$ cat src/rtl/sockstat_pkg.sv
package sockstat_pkg;

    localparam logic [5:0] OFS_ID   = 6'h00;
    localparam logic [5:0] OFS_STAT = 6'h01;
    localparam logic [5:0] OFS_CHG  = 6'h04;
    localparam logic [5:0] OFS_CFG  = 6'h05;

    localparam int STAT_W = 7;

    // synchronized socket inputs, bit order matches status register bits 6..0
    typedef struct packed {
        logic       pwr;
        logic       rdy;
        logic       wp;
        logic [1:0] cd;
        logic [1:0] bvd;
    } sock_status_t;

    typedef struct packed {
        logic cd;
        logic warn;
        logic dead;
    } chg_t;

    typedef struct packed {
        logic [3:0] line;
        logic       cd_en;
        logic       warn_en;
        logic       dead_en;
    } cfg_t;

    function automatic logic [7:0] pack_chg(input chg_t c);
        return {4'b0000, c.cd, 1'b0, c.warn, c.dead};
    endfunction

    function automatic logic [7:0] pack_cfg(input cfg_t c);
        return {c.line, c.cd_en, 1'b0, c.warn_en, c.dead_en};
    endfunction

    function automatic cfg_t unpack_cfg(input logic [7:0] b);
        cfg_t c;
        c.line    = b[7:4];
        c.cd_en   = b[3];
        c.warn_en = b[1];
        c.dead_en = b[0];
        return c;
    endfunction

endpackage

$ cat src/rtl/sockstat_sync.sv
module sockstat_sync #(
    parameter int W = 7
) (
    input  logic         clk,
    input  logic         rst,
    input  logic [W-1:0] raw,
    output logic [W-1:0] synced
);
    logic [W-1:0] stage1_q;
    logic [W-1:0] stage2_q;

    always_ff @(posedge clk) begin
        if (rst) begin
            stage1_q <= '0;
            stage2_q <= '0;
        end else begin
            stage1_q <= raw;
            stage2_q <= stage1_q;
        end
    end

    assign synced = stage2_q;
endmodule

$ cat src/rtl/sockstat_event.sv
module sockstat_event
    import sockstat_pkg::*;
(
    input  logic         clk,
    input  logic         rst,
    input  sock_status_t stat,
    input  logic         clr_chg,
    input  logic         cfg_we,
    input  cfg_t         cfg_wdata,
    output chg_t         chg_q,
    output cfg_t         cfg_q,
    output logic         irq_req,
    output logic [3:0]   irq_line
);
    logic [1:0] prev_cd_q;
    logic [1:0] prev_bvd_q;
    logic       evt_cd;
    logic       evt_warn;
    logic       evt_dead;
    chg_t       chg_kept;
    chg_t       chg_d;

    assign evt_cd   = (stat.cd != prev_cd_q);
    assign evt_warn = (stat.bvd == 2'b10) && (prev_bvd_q != 2'b10);
    assign evt_dead = !stat.bvd[1] && prev_bvd_q[1];

    always_comb begin
        chg_kept   = clr_chg ? chg_t'('0) : chg_q;
        chg_d.cd   = chg_kept.cd   | evt_cd;
        chg_d.warn = chg_kept.warn | evt_warn;
        chg_d.dead = chg_kept.dead | evt_dead;
    end

    always_ff @(posedge clk) begin
        if (rst) begin
            prev_cd_q  <= 2'b00;
            prev_bvd_q <= 2'b00;
            chg_q      <= '0;
            cfg_q      <= '0;
        end else begin
            prev_cd_q  <= stat.cd;
            prev_bvd_q <= stat.bvd;
            chg_q      <= chg_d;
            if (cfg_we) begin
                cfg_q <= cfg_wdata;
            end
        end
    end

    assign irq_req  = (chg_q.cd & cfg_q.cd_en) | (chg_q.warn & cfg_q.warn_en)
                    | (chg_q.dead & cfg_q.dead_en);
    assign irq_line = cfg_q.line;

    assert_cd_rise_cause_R4: assert property (@(posedge clk) disable iff (rst)
        $rose(chg_q.cd) |-> $past(evt_cd));

    assert_clear_on_read_R6: assert property (@(posedge clk) disable iff (rst)
        (clr_chg && !evt_cd && !evt_warn && !evt_dead) |=> (chg_q == '0));

    assert_cfg_hold_R7: assert property (@(posedge clk) disable iff (rst)
        !cfg_we |=> $stable(cfg_q));

    assert_irq_has_source_R8: assert property (@(posedge clk) disable iff (rst)
        irq_req |-> (chg_q != '0));
endmodule

$ cat src/rtl/sockstat_top.sv
module sockstat_top
    import sockstat_pkg::*;
#(
    parameter int         NUM_SOCK = 2,
    parameter logic       INST_ID  = 1'b0,
    parameter logic [3:0] REV      = 4'h2
) (
    input  logic                  clk,
    input  logic                  rst,
    input  logic                  host_wr,
    input  logic                  host_rd,
    input  logic                  host_port,
    input  logic [7:0]            host_wdata,
    output logic [7:0]            host_rdata,
    input  logic [2*NUM_SOCK-1:0] sock_cd,
    input  logic [2*NUM_SOCK-1:0] sock_bvd,
    input  logic [NUM_SOCK-1:0]   sock_wp,
    input  logic [NUM_SOCK-1:0]   sock_rdy,
    input  logic [NUM_SOCK-1:0]   sock_pwr,
    output logic [NUM_SOCK-1:0]   irq_req,
    output logic [4*NUM_SOCK-1:0] irq_line
);
    localparam logic [7:0] ID_VAL = {4'h8, REV};

    logic [7:0]   index_q;
    logic [7:0]   rdata_q;
    logic [7:0]   rd_mux;
    logic         inst_hit;
    logic         sock_sel;
    logic [5:0]   reg_ofs;
    logic         sock_ok;
    logic         dat_rd;
    logic         dat_wr;
    cfg_t         cfg_in;

    sock_status_t stat_s [NUM_SOCK];
    chg_t         chg_s  [NUM_SOCK];
    cfg_t         cfg_s  [NUM_SOCK];

    assign inst_hit = (index_q[7] == INST_ID);
    assign sock_sel = index_q[6];
    assign reg_ofs  = index_q[5:0];
    assign sock_ok  = inst_hit && (int'(sock_sel) < NUM_SOCK);
    assign dat_rd   = host_rd && host_port;
    assign dat_wr   = host_wr && host_port;
    assign cfg_in   = unpack_cfg(host_wdata);

    generate
        for (genvar s = 0; s < NUM_SOCK; s++) begin : g_sock
            logic [STAT_W-1:0] raw_bits;
            logic [STAT_W-1:0] sync_bits;
            logic              hit_s;

            assign raw_bits = {sock_pwr[s], sock_rdy[s], sock_wp[s],
                               sock_cd[2*s +: 2], sock_bvd[2*s +: 2]};
            assign hit_s    = sock_ok && (int'(sock_sel) == s);

            sockstat_sync #(.W(STAT_W)) u_sync (
                .clk    (clk),
                .rst    (rst),
                .raw    (raw_bits),
                .synced (sync_bits)
            );

            assign stat_s[s] = sock_status_t'(sync_bits);

            sockstat_event u_evt (
                .clk       (clk),
                .rst       (rst),
                .stat      (stat_s[s]),
                .clr_chg   (dat_rd && hit_s && (reg_ofs == OFS_CHG)),
                .cfg_we    (dat_wr && hit_s && (reg_ofs == OFS_CFG)),
                .cfg_wdata (cfg_in),
                .chg_q     (chg_s[s]),
                .cfg_q     (cfg_s[s]),
                .irq_req   (irq_req[s]),
                .irq_line  (irq_line[4*s +: 4])
            );
        end
    endgenerate

    always_comb begin
        rd_mux = 8'h00;
        if (!host_port) begin
            rd_mux = index_q;
        end else if (sock_ok) begin
            for (int s = 0; s < NUM_SOCK; s++) begin
                if (int'(sock_sel) == s) begin
                    case (reg_ofs)
                        OFS_ID:   rd_mux = ID_VAL;
                        OFS_STAT: rd_mux = {1'b0, stat_s[s]};
                        OFS_CHG:  rd_mux = pack_chg(chg_s[s]);
                        OFS_CFG:  rd_mux = pack_cfg(cfg_s[s]);
                        default:  rd_mux = 8'h00;
                    endcase
                end
            end
        end
    end

    always_ff @(posedge clk) begin
        if (rst) begin
            index_q <= 8'h00;
            rdata_q <= 8'h00;
        end else begin
            if (host_wr && !host_port) begin
                index_q <= host_wdata;
            end
            if (host_rd) begin
                rdata_q <= rd_mux;
            end
        end
    end

    assign host_rdata = rdata_q;

    assert_index_capture_R1: assert property (@(posedge clk) disable iff (rst)
        (host_wr && !host_port) |=> (index_q == $past(host_wdata)));

    assert_foreign_read_zero_R9: assert property (@(posedge clk) disable iff (rst)
        (host_rd && host_port && !inst_hit) |=> (host_rdata == 8'h00));
endmodule

$ cat config.mk
export PLATFORM = sky130hd
export DESIGN_NAME = sockstat_top
export DESIGN_NICKNAME = d
export VERILOG_FILES = /design/src/rtl/sockstat_pkg.sv /design/src/rtl/sockstat_sync.sv /design/src/rtl/sockstat_event.sv /design/src/rtl/sockstat_top.sv
export SDC_FILE = /design/constraint.sdc
export NUM_CORES = 1
export LEC_CHECK = 0
export ABC_AREA = 1
export BUFFER_PORTS_ARGS = -buffer_cell sky130_fd_sc_hd__buf_4
export CAP_MARGIN = 40
export CELL_PAD_IN_SITES_DETAIL_PLACEMENT = 1
export CELL_PAD_IN_SITES_GLOBAL_PLACEMENT = 2
export CORE_ASPECT_RATIO = 0.6
export CORE_MARGIN = 2
export CORE_UTILIZATION = 29
export DETAILED_ROUTE_END_ITERATION = 7
export HOLD_SLACK_MARGIN = 0.15
export PLACE_DENSITY = 0.76
export SETUP_SLACK_MARGIN = 0.02
export SLEW_MARGIN = 20
export SYNTH_ARGS = -nofsm -noshare
export SYNTH_HDL_FRONTEND = slang
export SYNTH_SLANG_ARGS = --single-unit
$ cat constraint.sdc
create_clock -name clk -period 1.25 [get_ports clk]
set_clock_uncertainty 0.05 [all_clocks]
set_input_delay 0.25 -clock clk [delete_from_list [all_inputs] [get_ports clk]]
set_output_delay 0.25 -clock clk [all_outputs]
set_load 0.02 [all_outputs]
==> flow_metrics.tcl, run 1 <==
set metrics [dict create \
    status "finished, violations left" \
    violations "negative setup slack" \
    ant_nets 0 \
    leakage_nw 1.853 \
    synth_top_cell_area_share_pct 49.25 \
    fin_hold_ws_ns 0.1602 \
    antenna_found_initial 0 \
    ys_ff_latch 72 \
    dr.pass1.iters 5 \
    fp.dieArea_um2 10940 \
    grt_setup_unrepaired "true" \
    route.detailed.drc 0 \
    ys_warn_count 0 \
    dpl.hpwl_mm 6.326 \
    yosys.area.top_type "dfxtp_1" \
    critPathLaunchType "flip-flop" \
    avgSynthCellArea_um2 7.681 \
    cts-root-buf "clkbuf_16" \
    io_buffers 44 \
    die-width_um 133.7 \
    layout-drive-gt1-share_pct 33.61 \
    tritoncts "done" \
    ir_worst_vdd_mv 0.7041 \
    yosysMostFrequentCell "dfxtp_1" \
    syn-num-nets 408 \
    synth_edf_count 0 \
    area_delta_synth_final_pct 48.10 \
    p_per_area_nw_per_um2 1338 \
    clock_path_buffers 2 \
    place_inst 567 \
    grt_pass1_wl_mm 14.52 \
    period_needed_ns 1.505 \
    antenna_cells 0 \
    ys_types 30 \
    htree_levels 3 \
    setup_viol 30 \
    critical_path_required_ns 1.47 \
    grt_pass1_vias 2790 \
    numClockSinks 72 \
    rows 28 \
    relSlewSlack_pct 73.78 \
    synth.top_cells.by_count "dfxtp_1 (72), nor2_1 (70), inv_1 (60)" \
    vias_per_cell 4.544 \
    vias 2817 \
    crit_arrival_ns 1.72 \
    synth_seq_area_share_pct 49.25 \
    seqCellArea_um2 1455 \
    multi_input_comb_area_um2 1260 \
    cap_violations 0 \
    fill_cells 1183 \
    routed_wl_mm 9.221 \
    io_pins 45 \
    route.met3.wl_um 392 \
    fp.dieH_um 81.82 \
    wl_per_cell_um 14.87 \
    fin_ws_ns -0.2552 \
    synth_top_flop_cell "dfxtp_1" \
    place_area_um2 3525 \
    synth.cell_area_um2 2927 \
    gp_congestion 0.8543 \
    wl_met1_mm 4.750 \
    grt_overflow 0 \
    grt_max_degree 29 \
    fmax_mhz 664.4 \
    critical_path_class "flip-flop to flip-flop" \
    final_cell_area_um2 4334 \
    period_share_pct 120.4 \
    reg2reg_slack_ns -0.26 \
    finalSetupTns_ns -5.623 \
    synthTopCellsByArea "dfxtp_1 (49%), nor2_1 (9.0%), inv_1 (7.7%)" \
    fp.coreArea_um2 9844 \
    nets 507 \
    grt_use_total_pct 17.75 \
    max_slew.worst_pin.slew_ns 0.3923 \
    final_max_slew_viol_count 0 \
    start_util_pct 29.73 \
    clkTransAtPathRegs_ns 0.06 \
    synthArstFlopShare_pct 0 \
    insertion_delay_ns 0.34 \
    netlist_instances 381 \
    dp_slack_ns -0.2664 \
    drtIter0Drc 147 \
    critPathCaptureType "flip-flop" \
    top_layer "met4" \
    fin_cells 620 \
    hold_class "input pin to flip-flop" \
    dr_wl_met2_mm 4.011 \
    numCtsBuffers 9 \
    finalHoldViolCount 0 \
    critPathMaxFanout 7 \
]
-- through the flow --
stage / util, % / power, mW
after global placement: 35.80 / 3.082
after global routing: 44.03 / 6.055
after CTS: 42.56 / 5.821
after floorplan: - / 2.796
final: 44.03 / 5.798
after detailed placement: 35.80 / 3.094
-- layout by cell type, fill, tap and decap left out, types with 2 or more instances in the layout --
| cell type | count |
|---|---|
| buf_4 | 86 |
| nor2_1 | 61 |
| dfxtp_1 | 61 |
| inv_1 | 55 |
| nand2_1 | 35 |
| a21oi_1 | 32 |
| dlygate4sd3_1 | 20 |
| o21ai_1 | 16 |
| o21ai_0 | 15 |
| dfxtp_2 | 11 |
| clkbuf_16 | 9 |
| nor2_2 | 8 |
| a21oi_2 | 8 |
| inv_2 | 7 |
| o211ai_1 | 6 |
| nand3_1 | 6 |
| nor2_4 | 5 |
| nand2_2 | 4 |
| nand3_4 | 4 |
| xnor2_1 | 4 |
| nand4_1 | 4 |
| nand4_4 | 3 |
| buf_6 | 3 |
| a31oi_1 | 2 |
| a22oi_1 | 2 |
| nand3_2 | 2 |
| clkinv_2 | 2 |
-- registers in the layout (all words and copies together) (netlist names) --
name and cells:
g_sock.u_evt.cfg_q 6, g_sock.u_evt.chg_q 6, g_sock.u_evt.irq_line 8, g_sock.u_evt.prev_bvd_q 4, g_sock.u_evt.prev_cd_q 4, g_sock.u_sync.stage1_q 14
g_sock.u_sync.synced 14, host_rdata 8, index_q 8
-- power by group --
group | switching [mW] | internal [mW]
Combinational | 0.407 | 0.349
Sequential | 0.0629 | 2.40
Clock | 0.987 | 1.60
Total | 1.46 | 4.34
-- cell type report --
cell class | instances | area share, %
flip-flops and latches | 72 | 33.57
repair buffers | 110 | 20.76
clock buffers | 11 | 5.600
inverters | 65 | 5.803
multi-input cells | 222 | 29.07
clock inverters | 5 | 1.299
well taps | 135 | 3.897
-- worst paths after layout --
kind                                                start                                       end  cells past startpoint
hold reg to reg   g_sock[1].u_sync.stage1_q[4]$_SDFF_PP0_     g_sock[1].u_sync.synced[4]$_SDFF_PP0_                      2
setup reg to reg                  index_q[0]$_SDFFE_PP0P_  g_sock[1].u_evt.irq_line[1]$_SDFFE_PP0P_                      7
hold / removal                              host_wdata[2]                   index_q[2]$_SDFFE_PP0P_                      3
setup / recovery                  index_q[0]$_SDFFE_PP0P_  g_sock[1].u_evt.irq_line[1]$_SDFFE_PP0P_                      7
-- critical path, stage by stage (launching register included) --
cell     delay (ns)
dfxtp_2        0.35
inv_2          0.05
nor2_4         0.12
nand2_2        0.11
nor2_8         0.19
buf_4          0.16
nand4_4        0.20
a21oi_1        0.21
-- per-layer routing --
metal / vias to the layer above / global-route usage (%)
li1: 1392 / -
met1: 1363 / 23.65
met2: 50 / 28.66
met3: 12 / 5.988
met4: 0 / 2.872
met5: - / 0
-- kinds of logic (layout without fill, tap and decap cells) --
| logic type | after synthesis | in the layout | share of synthesized area (%) |
|---|---|---|---|
| AO/OA/AOI/OAI | 85 | 85 | 15.78 |
| XOR/XNOR | 4 | 4 | 1.197 |
| buffers and inverters | 88 | 191 | 13.30 |
| flip-flops | 72 | 72 | 49.25 |
| AND/OR/NAND/NOR | 132 | 133 | 20.48 |
-- what timing repair did --
| item | 4_1_cts | 5_1_grt |
|---|---|---|
| endpoints found under the setup margin | 30 | 31 |
| setup buffers | 7 | 9 |
| pin swaps | 6 | 12 |
| hold buffers | 20 | 0 |
| resized for setup | 39 | 24 |
| gates cloned | 1 | 0 |
| hold endpoints to repair | 21 | 0 |
Note: power is estimated with default switching activity, not from simulation.
==> run 2, diff against run 1 <==
--- a/config.mk
+++ b/config.mk
@@ -5,17 +5,16 @@
 export SDC_FILE = /design/constraint.sdc
 export NUM_CORES = 1
 export LEC_CHECK = 0
-export ABC_AREA = 1
 export BUFFER_PORTS_ARGS = -buffer_cell sky130_fd_sc_hd__buf_4
 export CAP_MARGIN = 40
 export CELL_PAD_IN_SITES_DETAIL_PLACEMENT = 1
 export CELL_PAD_IN_SITES_GLOBAL_PLACEMENT = 2
 export CORE_ASPECT_RATIO = 0.6
-export CORE_MARGIN = 2
-export CORE_UTILIZATION = 29
+export CORE_MARGIN = 5
+export CORE_UTILIZATION = 30
 export DETAILED_ROUTE_END_ITERATION = 7
 export HOLD_SLACK_MARGIN = 0.15
-export PLACE_DENSITY = 0.76
+export PLACE_DENSITY = 0.72
 export SETUP_SLACK_MARGIN = 0.02
 export SLEW_MARGIN = 20
 export SYNTH_ARGS = -nofsm -noshare
==> run 2 against run 1 <==
  * The flow still finishes with violations (negative setup slack)
  * Sequential share of layout area up 0.46 points
  * Worst setup slack worse by 0.13 ns
  * First-iteration DRC count shrank 0.68%
  * Critical path type unchanged
==> flow_metrics.tcl, run 2 <==
set metrics [dict create \
    status "finished, violations left" \
    violations "negative setup slack" \
    critical_path_class "flip-flop to flip-flop" \
    fp.dieArea_um2 11670 \
    relSlewSlack_pct 78.97 \
    synth-xor-area-share_pct 1.223 \
    fp.dieH_um 85.69 \
    drtIter0Drc 146 \
    grt_overflow 0 \
    critical_path_required_ns 1.48 \
    synthTopCellsByArea "dfxtp_1 (50%), nor2b_1 (9.4%), mux2i_1 (4.9%)" \
    critPathLaunchType "flip-flop" \
    synth_adder_area_share_pct 0 \
    insertion_delay_ns 0.33 \
    antenna_found_initial 0 \
    rows 27 \
    synth.cell_area_um2 2864 \
    grt_pass1_vias 2553 \
    die-width_um 136.1 \
    syn-num-nets 317 \
    io_buffers 44 \
    antenna_cells 0 \
    htree_levels 3 \
    ys_warn_count 0 \
    leakage_nw 1.805 \
    synth.top_cells.by_count "dfxtp_1 (72), nor2b_1 (43), nand2_1 (25)" \
    grt_use_total_pct 15.23 \
    critPathCaptureType "flip-flop" \
    combPwrFrac_pct 11.5 \
    ant_nets 0 \
    ys_ff_latch 72 \
    vias_per_cell 4.665 \
    route.detailed.drc 0 \
    cts-root-buf "clkbuf_16" \
    synth_compound_area_share_pct 12.89 \
    ir_worst_vdd_mv 0.6907 \
    final_common_cell "buf_4" \
    numCtsBuffers 9 \
    nets 417 \
    start_util_pct 30.94 \
    synth.area.mux_share_pct 6.073 \
    yosysMostFrequentCell "dfxtp_1" \
    grt_setup_unrepaired "true" \
    cap_violations 0 \
    synth_top_flop_cell "dfxtp_1" \
    clock_path_buffers 2 \
    max_slew.worst_pin.slew_ns 0.3141 \
    power_frac_clock_pct 44.0 \
    critPathMaxFanout 4 \
    gp_congestion 0.8392 \
    total_power_mw 5.478 \
    routed_wl_mm 8.454 \
    io_pins 45 \
    dpl.hpwl_mm 6.264 \
    final_max_slew_viol_count 0 \
    power_frac_seq_pct 44.5 \
    layout_common_cells "buf_4 (77), dfxtp_1 (59), nor2b_1 (43)" \
    switchingPower_mw 1.296 \
    fmax_mhz 610.8 \
    yosys.area.top_type "dfxtp_1" \
    synthArstFlopShare_pct 0 \
    avgSynthCellArea_um2 9.876 \
    layout-drive-gt1-share_pct 37.97 \
    numClockSinks 72 \
    dr.pass1.iters 4 \
    synth_edf_count 0 \
    synth_top_family_by_area "simple AND/OR/NAND/NOR gates" \
    area_delta_synth_final_pct 49.80 \
    tritoncts "done" \
    setup_viol 30 \
    fin_ws_ns -0.3872 \
    finalSetupTns_ns -9.418 \
    ys_types 42 \
    yosys.area_share.simple_pct 22.85 \
    synth_top_cell_area_share_pct 50.33 \
    wl_per_cell_um 16.10 \
    netlist_instances 290 \
    fp.coreArea_um2 9256 \
    p_int_mw 4.183 \
    synth_seq_area_share_pct 50.33 \
    clkTransAtPathRegs_ns 0.06 \
    p_per_area_nw_per_um2 1277 \
    finalHoldViolCount 0 \
    p_sw_share_pct 23.65 \
    grt_max_degree 53 \
    crit_arrival_ns 1.87 \
    hold_class "input pin to flip-flop" \
    period_share_pct 131.0 \
    period_needed_ns 1.637 \
    vias 2449 \
    grt_pass1_wl_mm 13.59 \
]
[run 2: cell types whose count changed after synthesis, sizes merged, moves of 6 or more]
cell / previous run / this run
nand3: 12 / 6
nor2: 75 / 24
a221oi: 0 / 9
inv: 64 / 5
nand2: 39 / 25
nor2b: 0 / 43
a21oi: 40 / 14
o21ai: 32 / 0
mux2i: 0 / 14
o211ai: 6 / 0
[run 2: power by group through the flow]
| stage | clock, mW | sequential [mW] | combinational [mW] |
|---|---|---|---|
| 2_1_floorplan | 0 | 2.49 | 0.248 |
| 3_3_place_gp | 0 | 2.48 | 0.519 |
| 3_5_place_dp | 0 | 2.48 | 0.528 |
| 4_1_cts | 2.47 | 2.44 | 0.614 |
| 5_1_grt | 2.57 | 2.45 | 0.688 |
| 6_report | 2.41 | 2.44 | 0.633 |
[run 2: kinds of logic (layout without fill, tap and decap cells)]
family / Yosys count / count (layout)
and+or+nand+nor: 118 / 118
DFF: 72 / 72
xor gates and xnor gates: 4 / 4
muxes: 17 / 17
buffers and inverters: 31 / 136
AOI/OAI and AO/OA: 48 / 48
[run 2: metal layers]
metal	up-vias	wire (µm)	GRT usage, %
li1	1204	-	-
met1	1178	4391	21.73
met2	56	3582	21.91
met3	11	399	4.748
met4	0	80	4.666
met5	-	0	0
[run 2: path summary, 6_finish.rpt]
| check | start | to | slack, ns | cells past startpoint |
|---|---|---|---|---|
| setup / recovery | index_q[5]$_SDFFE_PP0P_ | host_rdata[6]$_SDFFE_PP0P_ | -0.39 | 5 |
| hold / removal | host_rd | host_rdata[2]$_SDFFE_PP0P_ | 0.20 | 3 |
| setup reg to reg | index_q[5]$_SDFFE_PP0P_ | host_rdata[6]$_SDFFE_PP0P_ | -0.39 | 5 |
| hold reg to reg | g_sock[1].u_sync.stage1_q[6]$_SDFF_PP0_ | g_sock[1].u_sync.synced[6]$_SDFF_PP0_ | 0.38 | 1 |
[run 2: critical path, stage by stage, from the launching register on]
cell and delay [ns]:
dfxtp_4 0.36, buf_12 0.13, nor4_4 0.26, or4b_1 0.46, a31oi_1 0.18, o32a_1 0.15
[run 2: cell type report]
class | instances | area, µm²
Tap cell | 130 | 162.7
Clock inverter | 4 | 27.53
Inverter | 5 | 18.77
Clock buffer | 12 | 256.5
Fill cell | 1044 | 4966
Multi-Input combinational cell | 187 | 1360
Timing Repair Buffer | 115 | 1005
Sequential cell | 72 | 1460
[run 2: repair_timing]
item,CTS,global route
endpoints found under the setup margin,32,32
pin swaps,12,11
endpoints found under the hold margin,32,0
hold buffers,22,0
gates resized for setup,21,16
setup buffers,5,1
cloned,0,0
[run 2: stage by stage]
| step | utilization (%) | instance area [µm²] | instances | setup WS, ns | hold WS [ns] |
|---|---|---|---|---|---|
| floorplan | - | 2930 | 290 | -0.1949 | 0.3256 |
| global placement | 38.96 | 3606 | 481 | -0.3764 | 0.3740 |
| detailed placement | 38.96 | 3606 | 481 | -0.4503 | 0.3751 |
| CTS | 45.59 | 4220 | 524 | -0.3925 | 0.1907 |
| global route | 46.35 | 4290 | 525 | -0.4747 | 0.2032 |
| finish | 46.35 | 4290 | 525 | -0.3872 | 0.2024 |
==> run 3, diff against run 2 <==
--- a/config.mk
+++ b/config.mk
@@ -5,16 +5,17 @@
 export SDC_FILE = /design/constraint.sdc
 export NUM_CORES = 1
 export LEC_CHECK = 0
+export ABC_AREA = 1
 export BUFFER_PORTS_ARGS = -buffer_cell sky130_fd_sc_hd__buf_4
 export CAP_MARGIN = 40
 export CELL_PAD_IN_SITES_DETAIL_PLACEMENT = 1
 export CELL_PAD_IN_SITES_GLOBAL_PLACEMENT = 2
 export CORE_ASPECT_RATIO = 0.6
 export CORE_MARGIN = 5
-export CORE_UTILIZATION = 30
+export CORE_UTILIZATION = 29
 export DETAILED_ROUTE_END_ITERATION = 7
 export HOLD_SLACK_MARGIN = 0.15
-export PLACE_DENSITY = 0.72
+export PLACE_DENSITY = 0.76
 export SETUP_SLACK_MARGIN = 0.02
 export SLEW_MARGIN = 20
 export SYNTH_ARGS = -nofsm -noshare
==> run 3 against run 2 <==
  * The flow still finishes with violations (negative setup slack)
  * Design area is 3.7% higher
  * Sequential power about the same
  * Maximum frequency up 3.3%
  * Global-route usage increased by 0.48 points
  * Critical path depth grew 2
  * Hold slack worse by 0.036 ns
  * First-iteration DRC count fell by 16%
  * Worst setup slack improved by 0.053 ns
  * Utilization down 1.2 points
  * Largest cell class unchanged
==> flow_metrics.tcl, run 3 (synthesis gave the netlist of run 1 again) <==
set metrics [dict create \
    critPathCaptureType "flip-flop" \
    grt_pass1_vias 2928 \
    critical_path_class "flip-flop to flip-flop" \
    grt_overflow 0 \
    drtIter0Drc 123 \
    rows 28 \
    final_common_cell "buf_4" \
    grt_use_total_pct 15.72 \
    grt_max_degree 29 \
    clock_path_buffers 2 \
    timing.rr.end "g_sock[1].u_evt.irq_line[1]$_SDFFE_PP0P_" \
    cap_violations 0 \
    cp_top_family "simple AND/OR/NAND/NOR gates" \
    clkTransAtPathRegs_ns 0.06 \
    antenna_found_initial 0 \
    p_per_area_nw_per_um2 1306 \
    final_max_slew_viol_count 0 \
    fp.dieArea_um2 12270 \
    total_power_mw 5.810 \
    reg2reg_slack_ns -0.33 \
    antenna_cells 0 \
    fmax_mhz 631.2 \
    cts-root-buf "clkbuf_16" \
    violations "negative setup slack" \
    grt_pass1_wl_mm 14.88 \
    critPathLaunchType "flip-flop" \
    critical_path_required_ns 1.42 \
    ant_nets 0 \
    vias_per_cell 4.536 \
    place_inst 568 \
    setup_viol 30 \
    die-width_um 139.7 \
    dpl.hpwl_mm 6.477 \
    period_share_pct 126.7 \
    area_delta_synth_final_pct 52.03 \
    tritoncts "done" \
    insertion_delay_ns 0.33 \
    fill_cells 1172 \
    fp.dieH_um 87.82 \
    route.detailed.drc 0 \
    relSlewSlack_pct 77.98 \
    max_slew.worst_pin.slew_ns 0.3295 \
    numClockSinks 72 \
    crit_arrival_ns 1.75 \
    vias 2803 \
    worstSetupStartpoint "index_q[4]$_SDFFE_PP0P_" \
    critical_path.max_stage_delay_ns 0.33 \
    reg2reg_depth 7 \
    crit_cells 7 \
    path_cells "nor2_4, buf_6, nand2_4, nor2_8, nand4_4, o21ai_1, a21oi_1" \
    fin_util_pct 45.20 \
    multi_input_comb_area_um2 1343 \
    htree_levels 3 \
    layout-drive-gt1-share_pct 37.27 \
    start_util_pct 29.73 \
    fp.coreArea_um2 9844 \
    dp_slack_ns -0.3306 \
    finalHoldViolCount 0 \
    ir_worst_vdd_mv 0.7013 \
    seqCellArea_um2 1456 \
    critPathSlowestCell "dfxtp_2" \
    critPathMaxFanout 7 \
    io_buffers 44 \
    fin_cells 618 \
    holdCritStartpoint "host_wdata[4]" \
    nets 505 \
    status "finished, violations left" \
    dr.pass1.iters 4 \
    finalSetupTns_ns -7.244 \
    gp_congestion 0.8004 \
    numCtsBuffers 9 \
    endpoint "g_sock[1].u_evt.irq_line[1]$_SDFFE_PP0P_" \
    period_needed_ns 1.584 \
    leakage_nw 1.890 \
    layout_common_cells "buf_4 (77), nor2_1 (63), dfxtp_1 (60)" \
    regToRegStartpoint "index_q[4]$_SDFFE_PP0P_" \
    fin_ws_ns -0.3342 \
    grt_setup_unrepaired "true" \
    hold_class "input pin to flip-flop" \
    io_pins 45 \
    wl_per_cell_um 14.93 \
    routed_wl_mm 9.226 \
    worst-path-buf-inv 1 \
]
-- run 3: cell types whose count changed in the layout (fill, tap and decap cells not counted), moves of 11 or more --
cell and change:
inv_1 +49, nor2b_1 -43, nor2_1 +39, a21oi_1 +16, o21ai_0 +16, mux2i_1 -13, o21ai_2 +11
-- run 3: stage by stage --
stage          cell area, µm²  hold WS, ns
6_report                 4449       0.1663
5_1_grt                  4449       0.1739
4_1_cts                  4272       0.1554
3_5_place_dp             3532       0.3446
3_3_place_gp             3532       0.3438
2_1_floorplan            2933       0.3070
-- run 3: layer usage --
layer	vias to the layer above	wire (µm)	track usage (%)
li1	1402	-	-
met1	1346	4544	20.81
met2	47	4223	25.25
met3	8	368	4.855
met4	0	90	4.134
met5	-	0	0
-- run 3: final cells by class --
class	instances	area share, %
inverters	65	5.877
clock inverters	5	1.265
clock buffers	11	5.456
flip-flops and latches	72	32.73
well taps	135	3.796
multi-input cells	222	30.17
repair buffers	108	20.70
-- run 3: how the worst min path moves through the flow --
stage | end | slack (ns) | cells past startpoint
2_1_floorplan | g_sock[0].u_sync.stage1_q[0]$_SDFF_PP0_ | 0.31 | 2
6_report | g_sock[1].u_evt.irq_line[0]$_SDFFE_PP0P_ | 0.17 | 3
3_5_place_dp | g_sock[1].u_sync.synced[4]$_SDFF_PP0_ | 0.34 | 2
3_3_place_gp | g_sock[0].u_sync.synced[4]$_SDFF_PP0_ | 0.34 | 2
5_1_grt | g_sock[0].u_evt.irq_line[0]$_SDFFE_PP0P_ | 0.17 | 3
4_1_cts | g_sock[0].u_evt.irq_line[0]$_SDFFE_PP0P_ | 0.16 | 3
-- run 3: what timing repair did --
item | CTS | global route
hold buffers | 19 | 0
setup buffers | 7 | 8
pin swaps | 14 | 25
hold endpoints to repair | 19 | 0
gates resized for setup | 52 | 43
setup endpoints to repair | 30 | 31
gates cloned | 1 | 0
-- run 3: report_power, final --
part           switching (mW)  internal, mW  leakage, nW
clock                   0.969          1.59        0.145
sequential             0.0648          2.40        0.596
combinational           0.419         0.365         1.15
-- run 3: tightest hold or removal path: cells and delay by family --
kind            cells  cell delay, ns
buf+inv             1            0.10
compound gates      2            0.16
